==> src/rtl/scan_pkg.sv <==
package scan_pkg;
  typedef enum logic [2:0] {
    S_IDLE, S_READ, S_STEP, S_MEAS, S_SEND, S_VERT, S_HOLD
  } scan_state_e;
endpackage

==> src/rtl/scan_dac_pair.sv <==
module scan_dac_pair #(
  parameter int unsigned DW = 20
) (
  input  logic          clk_i,
  input  logic          rst_ni,
  input  logic          go_i,
  input  logic          wr_i,
  input  logic [DW-1:0] tx_i,
  input  logic [DW-1:0] ty_i,
  output logic          x_req_o,
  output logic          y_req_o,
  output logic [DW-1:0] x_wdata_o,
  output logic [DW-1:0] y_wdata_o,
  input  logic [DW-1:0] x_rdata_i,
  input  logic [DW-1:0] y_rdata_i,
  input  logic          x_done_i,
  input  logic          y_done_i,
  output logic          done_o,
  output logic [DW-1:0] x_o,
  output logic [DW-1:0] y_o
);
  logic x_ok, y_ok;

  assign x_req_o   = go_i & ~x_ok;
  assign y_req_o   = go_i & ~y_ok;
  assign x_wdata_o = tx_i;
  assign y_wdata_o = ty_i;
  assign done_o    = go_i & (x_ok | x_done_i) & (y_ok | y_done_i);

  always_ff @(posedge clk_i or negedge rst_ni) begin
    if (!rst_ni) begin
      x_ok <= 1'b0;
      y_ok <= 1'b0;
      x_o  <= '0;
      y_o  <= '0;
    end else begin
      if (done_o || !go_i) begin
        x_ok <= 1'b0;
        y_ok <= 1'b0;
      end else begin
        if (x_req_o && x_done_i) x_ok <= 1'b1;
        if (y_req_o && y_done_i) y_ok <= 1'b1;
      end
      if (x_req_o && x_done_i) x_o <= wr_i ? tx_i : x_rdata_i;
      if (y_req_o && y_done_i) y_o <= wr_i ? ty_i : y_rdata_i;
    end
  end


  x_hold_chk: assert property (@(posedge clk_i) disable iff (!rst_ni)
    x_req_o && !x_done_i |=> x_req_o && $stable(x_wdata_o));

  y_hold_chk: assert property (@(posedge clk_i) disable iff (!rst_ni)
    y_req_o && !y_done_i |=> y_req_o && $stable(y_wdata_o));
endmodule

==> src/rtl/scan_adc_gather.sv <==
module scan_adc_gather #(
  parameter int unsigned N     = 3,
  parameter int unsigned W [N] = '{24, 18, 12},
  parameter int unsigned MAX_W = 24,
  parameter int unsigned RAW_W = 54
) (
  input  logic                      clk_i,
  input  logic                      rst_ni,
  input  logic                      go_i,
  input  logic [N-1:0]              mask_i,
  output logic [N-1:0]              req_o,
  input  logic [N-1:0]              done_i,
  input  logic [RAW_W-1:0]          raw_i,
  output logic                      all_o,
  output logic [N-1:0][MAX_W-1:0]   val_o
);
  function automatic int unsigned off_of(int unsigned idx);
    int unsigned s = 0;
    for (int unsigned i = 0; i < idx; i++) s += W[i];
    return s;
  endfunction

  logic [N-1:0] got, hit;

  assign req_o = {N{go_i}} & mask_i & ~got;
  assign hit   = req_o & done_i;
  assign all_o = go_i && (((got | hit) & mask_i) == mask_i);

  always_ff @(posedge clk_i or negedge rst_ni) begin
    if (!rst_ni)              got <= '0;
    else if (!go_i || all_o)  got <= '0;
    else                      got <= got | hit;
  end

  for (genvar g = 0; g < N; g++) begin : g_ch
    localparam int unsigned WC  = W[g];
    localparam int unsigned OFF = off_of(g);
    logic [MAX_W-1:0] ext;
    if (WC < MAX_W) begin : g_sx
      assign ext = {{(MAX_W-WC){raw_i[OFF+WC-1]}}, raw_i[OFF +: WC]};
    end else begin : g_full
      assign ext = raw_i[OFF +: MAX_W];
    end
    always_ff @(posedge clk_i or negedge rst_ni) begin
      if (!rst_ni)     val_o[g] <= '0;
      else if (hit[g]) val_o[g] <= ext;
    end
  end
endmodule

==> src/rtl/serp_scan_seq.sv <==
module serp_scan_seq
  import scan_pkg::*;
#(
  parameter int unsigned N_ADC         = 3,
  parameter int unsigned ADC_W [N_ADC] = '{24, 18, 12},
  parameter int unsigned MAX_W         = 24,
  parameter int unsigned RAW_W         = 54,
  parameter int unsigned DAC_W         = 20,
  parameter int unsigned STEP_W        = 16,
  parameter int unsigned SAMP_W        = 9,
  parameter int unsigned CH_W          = (N_ADC > 1) ? $clog2(N_ADC) : 1
) (
  input  logic              clk_i,
  input  logic              rst_ni,
  input  logic              arm_i,
  input  logic [STEP_W-1:0] steps_i,
  input  logic [SAMP_W-1:0] samples_i,
  input  logic [SAMP_W-1:0] lines_i,
  input  logic [DAC_W-1:0]  dx_i,
  input  logic [DAC_W-1:0]  dy_i,
  input  logic [DAC_W-1:0]  dxv_i,
  input  logic [DAC_W-1:0]  dyv_i,
  input  logic [N_ADC-1:0]  adc_used_i,
  output logic              dac_wr_o,
  output logic              dac_x_req_o,
  output logic [DAC_W-1:0]  dac_x_wdata_o,
  input  logic [DAC_W-1:0]  dac_x_rdata_i,
  input  logic              dac_x_done_i,
  output logic              dac_y_req_o,
  output logic [DAC_W-1:0]  dac_y_wdata_o,
  input  logic [DAC_W-1:0]  dac_y_rdata_i,
  input  logic              dac_y_done_i,
  output logic [N_ADC-1:0]  adc_req_o,
  input  logic [N_ADC-1:0]  adc_done_i,
  input  logic [RAW_W-1:0]  adc_raw_i,
  output logic              fifo_valid_o,
  input  logic              fifo_ready_i,
  output logic [MAX_W-1:0]  fifo_data_o,
  output logic [CH_W-1:0]   fifo_chan_o,
  output logic              fifo_bwd_o
);
  localparam logic [CH_W:0] NONE = (CH_W+1)'(N_ADC);

  function automatic logic [CH_W:0] find_from(input logic [N_ADC-1:0] m, input int from);
    logic [CH_W:0] r = NONE;
    for (int i = N_ADC - 1; i >= 0; i--)
      if (i >= from && m[i]) r = (CH_W+1)'(i);
    return r;
  endfunction

  scan_state_e              state, fin_st, pass_st;
  logic                     fwd, fin_fwd;
  logic [STEP_W-1:0]        step_cnt;
  logic [SAMP_W-1:0]        samp_cnt, line_cnt, fin_samp;
  logic [CH_W-1:0]          ch;
  logic [CH_W:0]            first_ch, next_ch;
  logic [DAC_W-1:0]         pos_x, pos_y, tx, ty;
  logic                     pos_go, pos_done, adc_all;
  logic [N_ADC-1:0][MAX_W-1:0] adc_val;

  assign pos_go   = (state == S_READ) || (state == S_STEP) || (state == S_VERT);
  assign dac_wr_o = (state != S_READ);
  assign pass_st  = (steps_i == '0) ? S_MEAS : S_STEP;
  assign first_ch = find_from(adc_used_i, 0);
  assign next_ch  = find_from(adc_used_i, int'(ch) + 1);

  always_comb begin
    if (state == S_VERT) begin
      tx = pos_x + dxv_i;
      ty = pos_y + dyv_i;
    end else if (fwd) begin
      tx = pos_x + dx_i;
      ty = pos_y + dy_i;
    end else begin
      tx = pos_x - dx_i;
      ty = pos_y - dy_i;
    end
  end

  // Where the scan goes once a sample is fully sent
  always_comb begin
    fin_st   = pass_st;
    fin_fwd  = fwd;
    fin_samp = samp_cnt + SAMP_W'(1);
    if (samp_cnt == samples_i - SAMP_W'(1)) begin
      fin_samp = '0;
      if (fwd)                                      fin_fwd = 1'b0;
      else if (line_cnt == lines_i - SAMP_W'(1))   fin_st  = S_HOLD;
      else                                          fin_st  = S_VERT;
    end
  end

  scan_dac_pair #(.DW(DAC_W)) u_dac (
    .clk_i, .rst_ni,
    .go_i      (pos_go),
    .wr_i      (dac_wr_o),
    .tx_i      (tx),
    .ty_i      (ty),
    .x_req_o   (dac_x_req_o),
    .y_req_o   (dac_y_req_o),
    .x_wdata_o (dac_x_wdata_o),
    .y_wdata_o (dac_y_wdata_o),
    .x_rdata_i (dac_x_rdata_i),
    .y_rdata_i (dac_y_rdata_i),
    .x_done_i  (dac_x_done_i),
    .y_done_i  (dac_y_done_i),
    .done_o    (pos_done),
    .x_o       (pos_x),
    .y_o       (pos_y)
  );

  scan_adc_gather #(.N(N_ADC), .W(ADC_W), .MAX_W(MAX_W), .RAW_W(RAW_W)) u_adc (
    .clk_i, .rst_ni,
    .go_i   (state == S_MEAS),
    .mask_i (adc_used_i),
    .req_o  (adc_req_o),
    .done_i (adc_done_i),
    .raw_i  (adc_raw_i),
    .all_o  (adc_all),
    .val_o  (adc_val)
  );

  always_ff @(posedge clk_i or negedge rst_ni) begin
    if (!rst_ni) begin
      state    <= S_IDLE;
      fwd      <= 1'b1;
      step_cnt <= '0;
      samp_cnt <= '0;
      line_cnt <= '0;
      ch       <= '0;
    end else begin
      case (state)
        S_IDLE: if (arm_i) state <= S_READ;
        S_READ: if (pos_done) begin
          fwd      <= 1'b1;
          step_cnt <= '0;
          samp_cnt <= '0;
          line_cnt <= '0;
          state    <= (samples_i == '0 || lines_i == '0) ? S_HOLD : pass_st;
        end
        S_STEP: if (pos_done) begin
          if (step_cnt == steps_i - STEP_W'(1)) begin
            step_cnt <= '0;
            state    <= S_MEAS;
          end else begin
            step_cnt <= step_cnt + STEP_W'(1);
          end
        end
        S_MEAS: if (adc_all) begin
          if (first_ch == NONE) begin
            state    <= fin_st;
            fwd      <= fin_fwd;
            samp_cnt <= fin_samp;
          end else begin
            ch    <= first_ch[CH_W-1:0];
            state <= S_SEND;
          end
        end
        S_SEND: if (fifo_ready_i) begin
          if (next_ch == NONE) begin
            state    <= fin_st;
            fwd      <= fin_fwd;
            samp_cnt <= fin_samp;
          end else begin
            ch <= next_ch[CH_W-1:0];
          end
        end
        S_VERT: if (pos_done) begin
          fwd      <= 1'b1;
          samp_cnt <= '0;
          line_cnt <= line_cnt + SAMP_W'(1);
          state    <= pass_st;
        end
        S_HOLD: if (!arm_i) state <= S_IDLE;
        default: state <= S_IDLE;
      endcase
    end
  end

  assign fifo_valid_o = (state == S_SEND);
  assign fifo_data_o  = adc_val[ch];
  assign fifo_chan_o  = ch;
  assign fifo_bwd_o   = ~fwd;


  fifo_stall_chk: assert property (@(posedge clk_i) disable iff (!rst_ni)
    fifo_valid_o && !fifo_ready_i |=> fifo_valid_o && $stable(fifo_data_o)
      && $stable(fifo_chan_o) && $stable(fifo_bwd_o));

  adc_sel_chk: assert property (@(posedge clk_i) disable iff (!rst_ni)
    (|adc_req_o) |-> ((adc_req_o & ~adc_used_i) == '0) && !dac_x_req_o && !dac_y_req_o);

  hold_arm_chk: assert property (@(posedge clk_i) disable iff (!rst_ni)
    state == S_HOLD && arm_i |=> state == S_HOLD && !fifo_valid_o && !dac_x_req_o);

  read_first_chk: assert property (@(posedge clk_i) disable iff (!rst_ni)
    state == S_IDLE && arm_i |=> dac_x_req_o && dac_y_req_o && !dac_wr_o);
endmodule

==> config.mk <==
export PLATFORM = sky130hd
export DESIGN_NAME = serp_scan_seq
export DESIGN_NICKNAME = d
export VERILOG_FILES = /design/src/rtl/scan_pkg.sv /design/src/rtl/scan_dac_pair.sv /design/src/rtl/scan_adc_gather.sv /design/src/rtl/serp_scan_seq.sv
export SDC_FILE = /design/constraint.sdc
export NUM_CORES = 1
export LEC_CHECK = 0
export CORE_MARGIN = 5
export CORE_UTILIZATION = 30
export CTS_CLUSTER_DIAMETER = 40
export DETAILED_ROUTE_END_ITERATION = 6
export GPL_ROUTABILITY_DRIVEN = 0
export PLACE_DENSITY = 0.65
export SETUP_SLACK_MARGIN = 0.15
export SLEW_MARGIN = 20
export SYNTH_ARGS = -nofsm -noshare
export SYNTH_HDL_FRONTEND = slang
export SYNTH_SLANG_ARGS = --single-unit
==> constraint.sdc <==
create_clock -name clk_i -period 7.2 [get_ports clk_i]
set_input_delay 1.8 -clock clk_i [delete_from_list [all_inputs] [get_ports clk_i]]
set_output_delay 1.8 -clock clk_i [all_outputs]
set_load 0.02 [all_outputs]
* After elaboration in Yosys (flattened, before gate mapping) *
Index checks and enable logic that the tools add are counted.

word-level totals
  register bits = 139
  input bits = 220
  output and inout port bits = 74
  logic and storage cells = 161

cells by class
  add/subtract/negate cells = 13
  order comparisons = 4
  equal/unequal tests = 26
  muxes and demuxes = 60
  bitwise logic cells = 15
  reductions and logical operators = 29

operator list
  kind                                                                   count
  20-bit two-way mux                                                     6
  20-bit adder                                                           4
  9-bit two-way mux                                                      7
  24-bit binary-select mux with 2-bit select                             1
  16-bit two-way mux                                                     3
  3-bit two-way mux                                                      15
  20-bit subtractor                                                      2
  16-bit one-hot mux with 2 select lines                                 1
  9-bit one-hot mux with 3 select lines                                  1
  24-bit two-way mux                                                     1
  3-bit one-hot mux with 7 select lines                                  1
  9-bit by 1-bit adder with 9-bit output (second input constant)         2
  9-bit == test                                                          2
  9-bit zero test                                                        2
  9-bit one-hot mux with 2 select lines                                  1
  9-bit by 1-bit subtractor with 9-bit output (second input constant)    2
  16-bit by 1-bit adder with 16-bit output (second input constant)       1
  16-bit == test                                                         1
  16-bit zero test                                                       1
  2-bit two-way mux                                                      8
  16-bit by 1-bit subtractor with 16-bit output (second input constant)  1
  2-bit by 1-bit != test with 1-bit output (second input constant)       7
  1-bit two-way mux                                                      13
  3-bit bitwise AND                                                      4
  other kinds (29)                                                       60

* Depth between registers and ports, before layout *
  depth after elaboration = 10
  mapped depth = 17
  depth with buffers taken out = 16

* Hierarchy *
A second synthesis with hierarchy kept.

unflattened totals
  cell total of the unflattened synthesis = 1284
  area, all modules = 11961.5 um2

by module, submodules not included
  module           times used  cells an instance  area an instance (um2)  sequential area each (um2)
  serp_scan_seq    1           946                6846.6                  1002.2
  scan_dac_pair    1           179                2687.6                  1051.0
  scan_adc_gather  1           159                2427.3                  1426.4

* Worst setup path after synthesis *
OpenSTA, ideal clock, no wires.

  kind = in2out
  start point = in dy_i[0]
  end point = out dac_y_wdata_o[19]
  arrival = 4750 ps
  data required time = 5400 ps
  setup slack = 650 ps
  stages = 15
  path buffers = 0
  cells stage by stage = inv_1 > ha_1 > and3_1 > nor2_1 > xnor2_1 > a21oi_1 > ha_1 > a211o_1 > a21oi_1 > nor3b_2 > nor4_1 > o311a_1 > or3_1 > nand2_1 > xnor2_1

between the ends
  cells in the longest elaborated chain, start to end = 3
  elaborated cells on any way between the ends = 4
  those cells by class = add/sub (2); mux (2)

RTL lines
  element                                                   line                                      RTL
  start, declared                                           serp_scan_seq.sv:20                       input logic [DAC_W-1:0] dy_i,
  20-bit subtractor / 20-bit adder (equally long branches)  serp_scan_seq.sv:76, serp_scan_seq.sv:73
  20-bit two-way mux *                                      serp_scan_seq.sv:71                       end else if (fwd) begin
  20-bit two-way mux *                                      serp_scan_seq.sv:68                       if (state == S_VERT) begin
  end, declared                                             serp_scan_seq.sv:30                       output logic [DAC_W-1:0] dac_y_wdata_o,

Mark *: on every way between the ends. The rest lies on a longest branch, timed or not.

* Worst setup path in the final report *
  start point = in dy_i[8]
  end point = out dac_y_wdata_o[19]

The elaborated chain is that of the path after synthesis.

==> results.ini <==
[setup_path]
r2r-start = state[0]
reg2reg_to = u_dac.x_o[11]
startpoint_type = input port
cp_top_family = simple AND/OR/NAND/NOR gates
end_kind = primary output
r2r_setup_slack_ns = 2.79
required_ns = 5.40
cp_slowest_cell = clkdlybuf4s50_1
path_common_cell = buf_4
cp_num_buf_inv = 4
worstSetupPathType = input port to primary output
critical_path_arrival_ns = 5.17
critPathMaxFanout = 3
slowest_delay_ns = 0.47
rr_worst_depth = 17
cp_cell_sequence = clkdlybuf4s50_1 > nor2_2 > buf_4 > nand4_1 > nor4_2 > buf_4 > a21oi_1 > xnor2_1 > a21oi_1 > ha_2 > or3_1 > o311a_1 > or3_4 > nand2_1 > xnor2_1 > buf_4

[placed_design]
dpl_cell_area_um2 = 15300
placed_cells = 2143
hpwl_um = 28900
port_buffers = 293
place_ws_ns = -0.498

[yosys]
syn_avg_cell_area_um2 = 8.49
synth_area_um2 = 11000
post_synth_fa_ha_maj_area_fraction_pct = 5.70
synth_compound_area_share_pct = 18.6
ys.flop_type = dfrtp_1
yosys.area.top_type_share_pct = 31.3
synth_top_family_by_area = simple AND/OR/NAND/NOR gates
ys_seq_area_share_pct = 31.6
synth_area_leaders = dfrtp_1, xnor2_1, mux2_2, ha_1, o21ai_0
syn_inst = 1298
yosys.area_share.simple_pct = 19.6
syn_nets = 1567
synthTopCellsByCount = dfrtp_1, nor2_1, nand2_1
synth.area.mux_share_pct = 10.7
synthXorXnorAreaFrac_pct = 10.1
yosysMostFrequentCell = dfrtp_1
synth_cell_type_count = 88
ys_warn_count = 0
ys_ff_latch = 139
synth.largest_area_cell = dfrtp_1
synth_edf_count = 0
async_flop_share_pct = 100

[grt]
gr-total-overflow = 0
grt_pass1_wl_um = 59600
antenna_found_initial = 1
grtUsageTotal_pct = 17.9
first_global_vias = 11300
grt_max_degree = 83

[die]
initial_utilization_pct = 30.2
io_pins = 294
dieArea_um2 = 40700
dieWidth_um = 202
die_h_um = 202
row_count = 70
core_area_um2 = 36400

[cells_and_area]
design_area_um2 = 16200
finalNonFillerCells = 2186
nNetsFinal = 1972
drive_gt1_share_pct = 18.4
area_growth_pct = 47.4
fill_cells = 3582

[detailed_routing]
drc = 0
postRouteAntennaNets = 0
vias = 11200
finalWirelength_um = 37600
first_pass_iters = 5
drt-vias-per-instance = 5.11
first_iter_violations = 515
routedWlPerCell_um = 17.2

[sta]
hold_ws_ns = 0.463
clock.fmax_ghz = 0.143
layout_setup_ws_ns = 0.231
setup_viol = 0
hold_viol = 0
timing.slew.headroom_pct = 26.4
rsz0062_at_grt = true
finalCritPeriodShare_pct = 96.8
max_slew.worst_pin.slew_ns = 1.10
clock_skew_ns = 0.0130
min_period_ns = 6.97
final_max_slew_viol_count = 0

[hold_path]
worstHoldPathCells = 1
min_path_type = register to register
min_from = u_dac.x_ok
whs_endpoint = u_dac.y_ok

[clock_network]
root_buffer = clkbuf_16
numCtsBuffers = 17
clk_pin_slew_worst_paths_ns = 0.06
cts.sinks = 139
clock_latency_ns = 0.44
htree_levels = 4
cts_buffer_depth = 2
cts_hold_buf = 0
cts_tree = done

[run]
cap_violations = 0

[pwr]
power.density_nw_per_um2 = 515
ir_worst_vdd_v = 0.000264
leakagePower_uw = 0.00718

[status]
status = completed

==> power breakdown <==
| group | leakage (µW) | switching, µW | total (µW) | internal, µW |
|---|---|---|---|---|
| sequential | 0.00176 | 226 | 1320 | 1100 |
| clock | 0.000281 | 406 | 897 | 491 |
| combinational | 0.00514 | 3240 | 6140 | 2900 |
==> cell type report <==
cell class	instances	area [µm²]	area share [%]
Tap cell	468	586	3.61
Sequential cell	139	3480	21.4
Clock buffer	18	429	2.64
Timing Repair Buffer	438	4000	24.7
Inverter	51	191	1.18
Antenna cell	2	5.00	0.0308
Clock inverter	14	153	0.940
Multi-Input combinational cell	1056	7390	45.5
==> worst register-to-register path, stage by stage, from the launching register on <==
cell,delay (ns)
dfrtp_1,0.64
and2b_1,0.29
and2_1,0.61
buf_4,0.27
o21ai_0,0.12
buf_4,0.17
ha_1,0.33
nand4_1,0.12
or3_4,0.35
nand3_2,0.10
a2111oi_2,0.07
buf_4,0.14
or3_1,0.41
xnor2_2,0.17
buf_4,0.13
buf_4,0.12
mux2i_1,0.15
o21ai_0,0.10
==> metal layers <==
metal | share of wire (%) | global-route usage (%)
met1 | 43 | 21.6
met2 | 49 | 30.8
met3 | 6.0 | 4.95
met4 | 2.5 | 6.03
met5 | 0 | 0
==> state kept, by name (all words and copies together), names as in the netlist, 2 cells and up <==
name	count
state	3
u_adc.val_o	54
line_cnt	9
step_cnt	16
samp_cnt	9
fifo_chan_o	2
u_dac.x_o	20
u_dac.y_o	20
u_adc.got	3
==> worst max path at each step <==
stage	depth (start not counted)	end	start
floorplan	15	dac_y_wdata_o[19]	dy_i[0]
global placement	17	dac_y_wdata_o[19]	dy_i[0]
detailed placement	17	dac_y_wdata_o[19]	dy_i[1]
CTS	17	dac_y_wdata_o[19]	dy_i[0]
global route	16	dac_y_wdata_o[19]	dy_i[8]
finish	16	dac_y_wdata_o[19]	dy_i[8]
==> per-stage QoR <==
stage / power, µW / utilization [%] / setup TNS, ns
final: 8360 / 44.6 / 0
after global routing: 8980 / 44.6 / 0
after CTS: 8250 / 43.8 / 0
after detailed placement: 7400 / 42.1 / -2.94
after global placement: 7330 / 42.1 / -2.60
after floorplan: 4730 / - / 0
==> logic make-up after synthesis <==
family	count (synthesis)
multiplexers	111
flip-flops	139
AO/OA/AOI/OAI	333
buffers and inverters	103
adder cells (fa/ha/maj)	49
AND/OR/NAND/NOR	436
XOR/XNOR	127
==> placed cells by master, fill, tap and decap left out, drive strengths merged, types with 10 or more instances in the layout <==
cell	count
mux2i	56
xor2	43
mux2	55
nor2	127
nand2	122
o21ai	117
a21oi	101
ha	47
clkbuf	21
a31oi	12
dlymetal6s2s	13
clkdlybuf4s50	256
nand4	14
nor3	45
xnor2	84
or3	16
a21o	10
dfrtp	138
nand3	32
buf	154
nor4	18
inv	58
==> what timing repair did <==
action	4_1_cts	5_1_grt
buffers inserted	1	8
setup endpoints to repair	23	24
resized for setup	65	65
pin swaps	3	27
(Power assumes the default switching activity.)
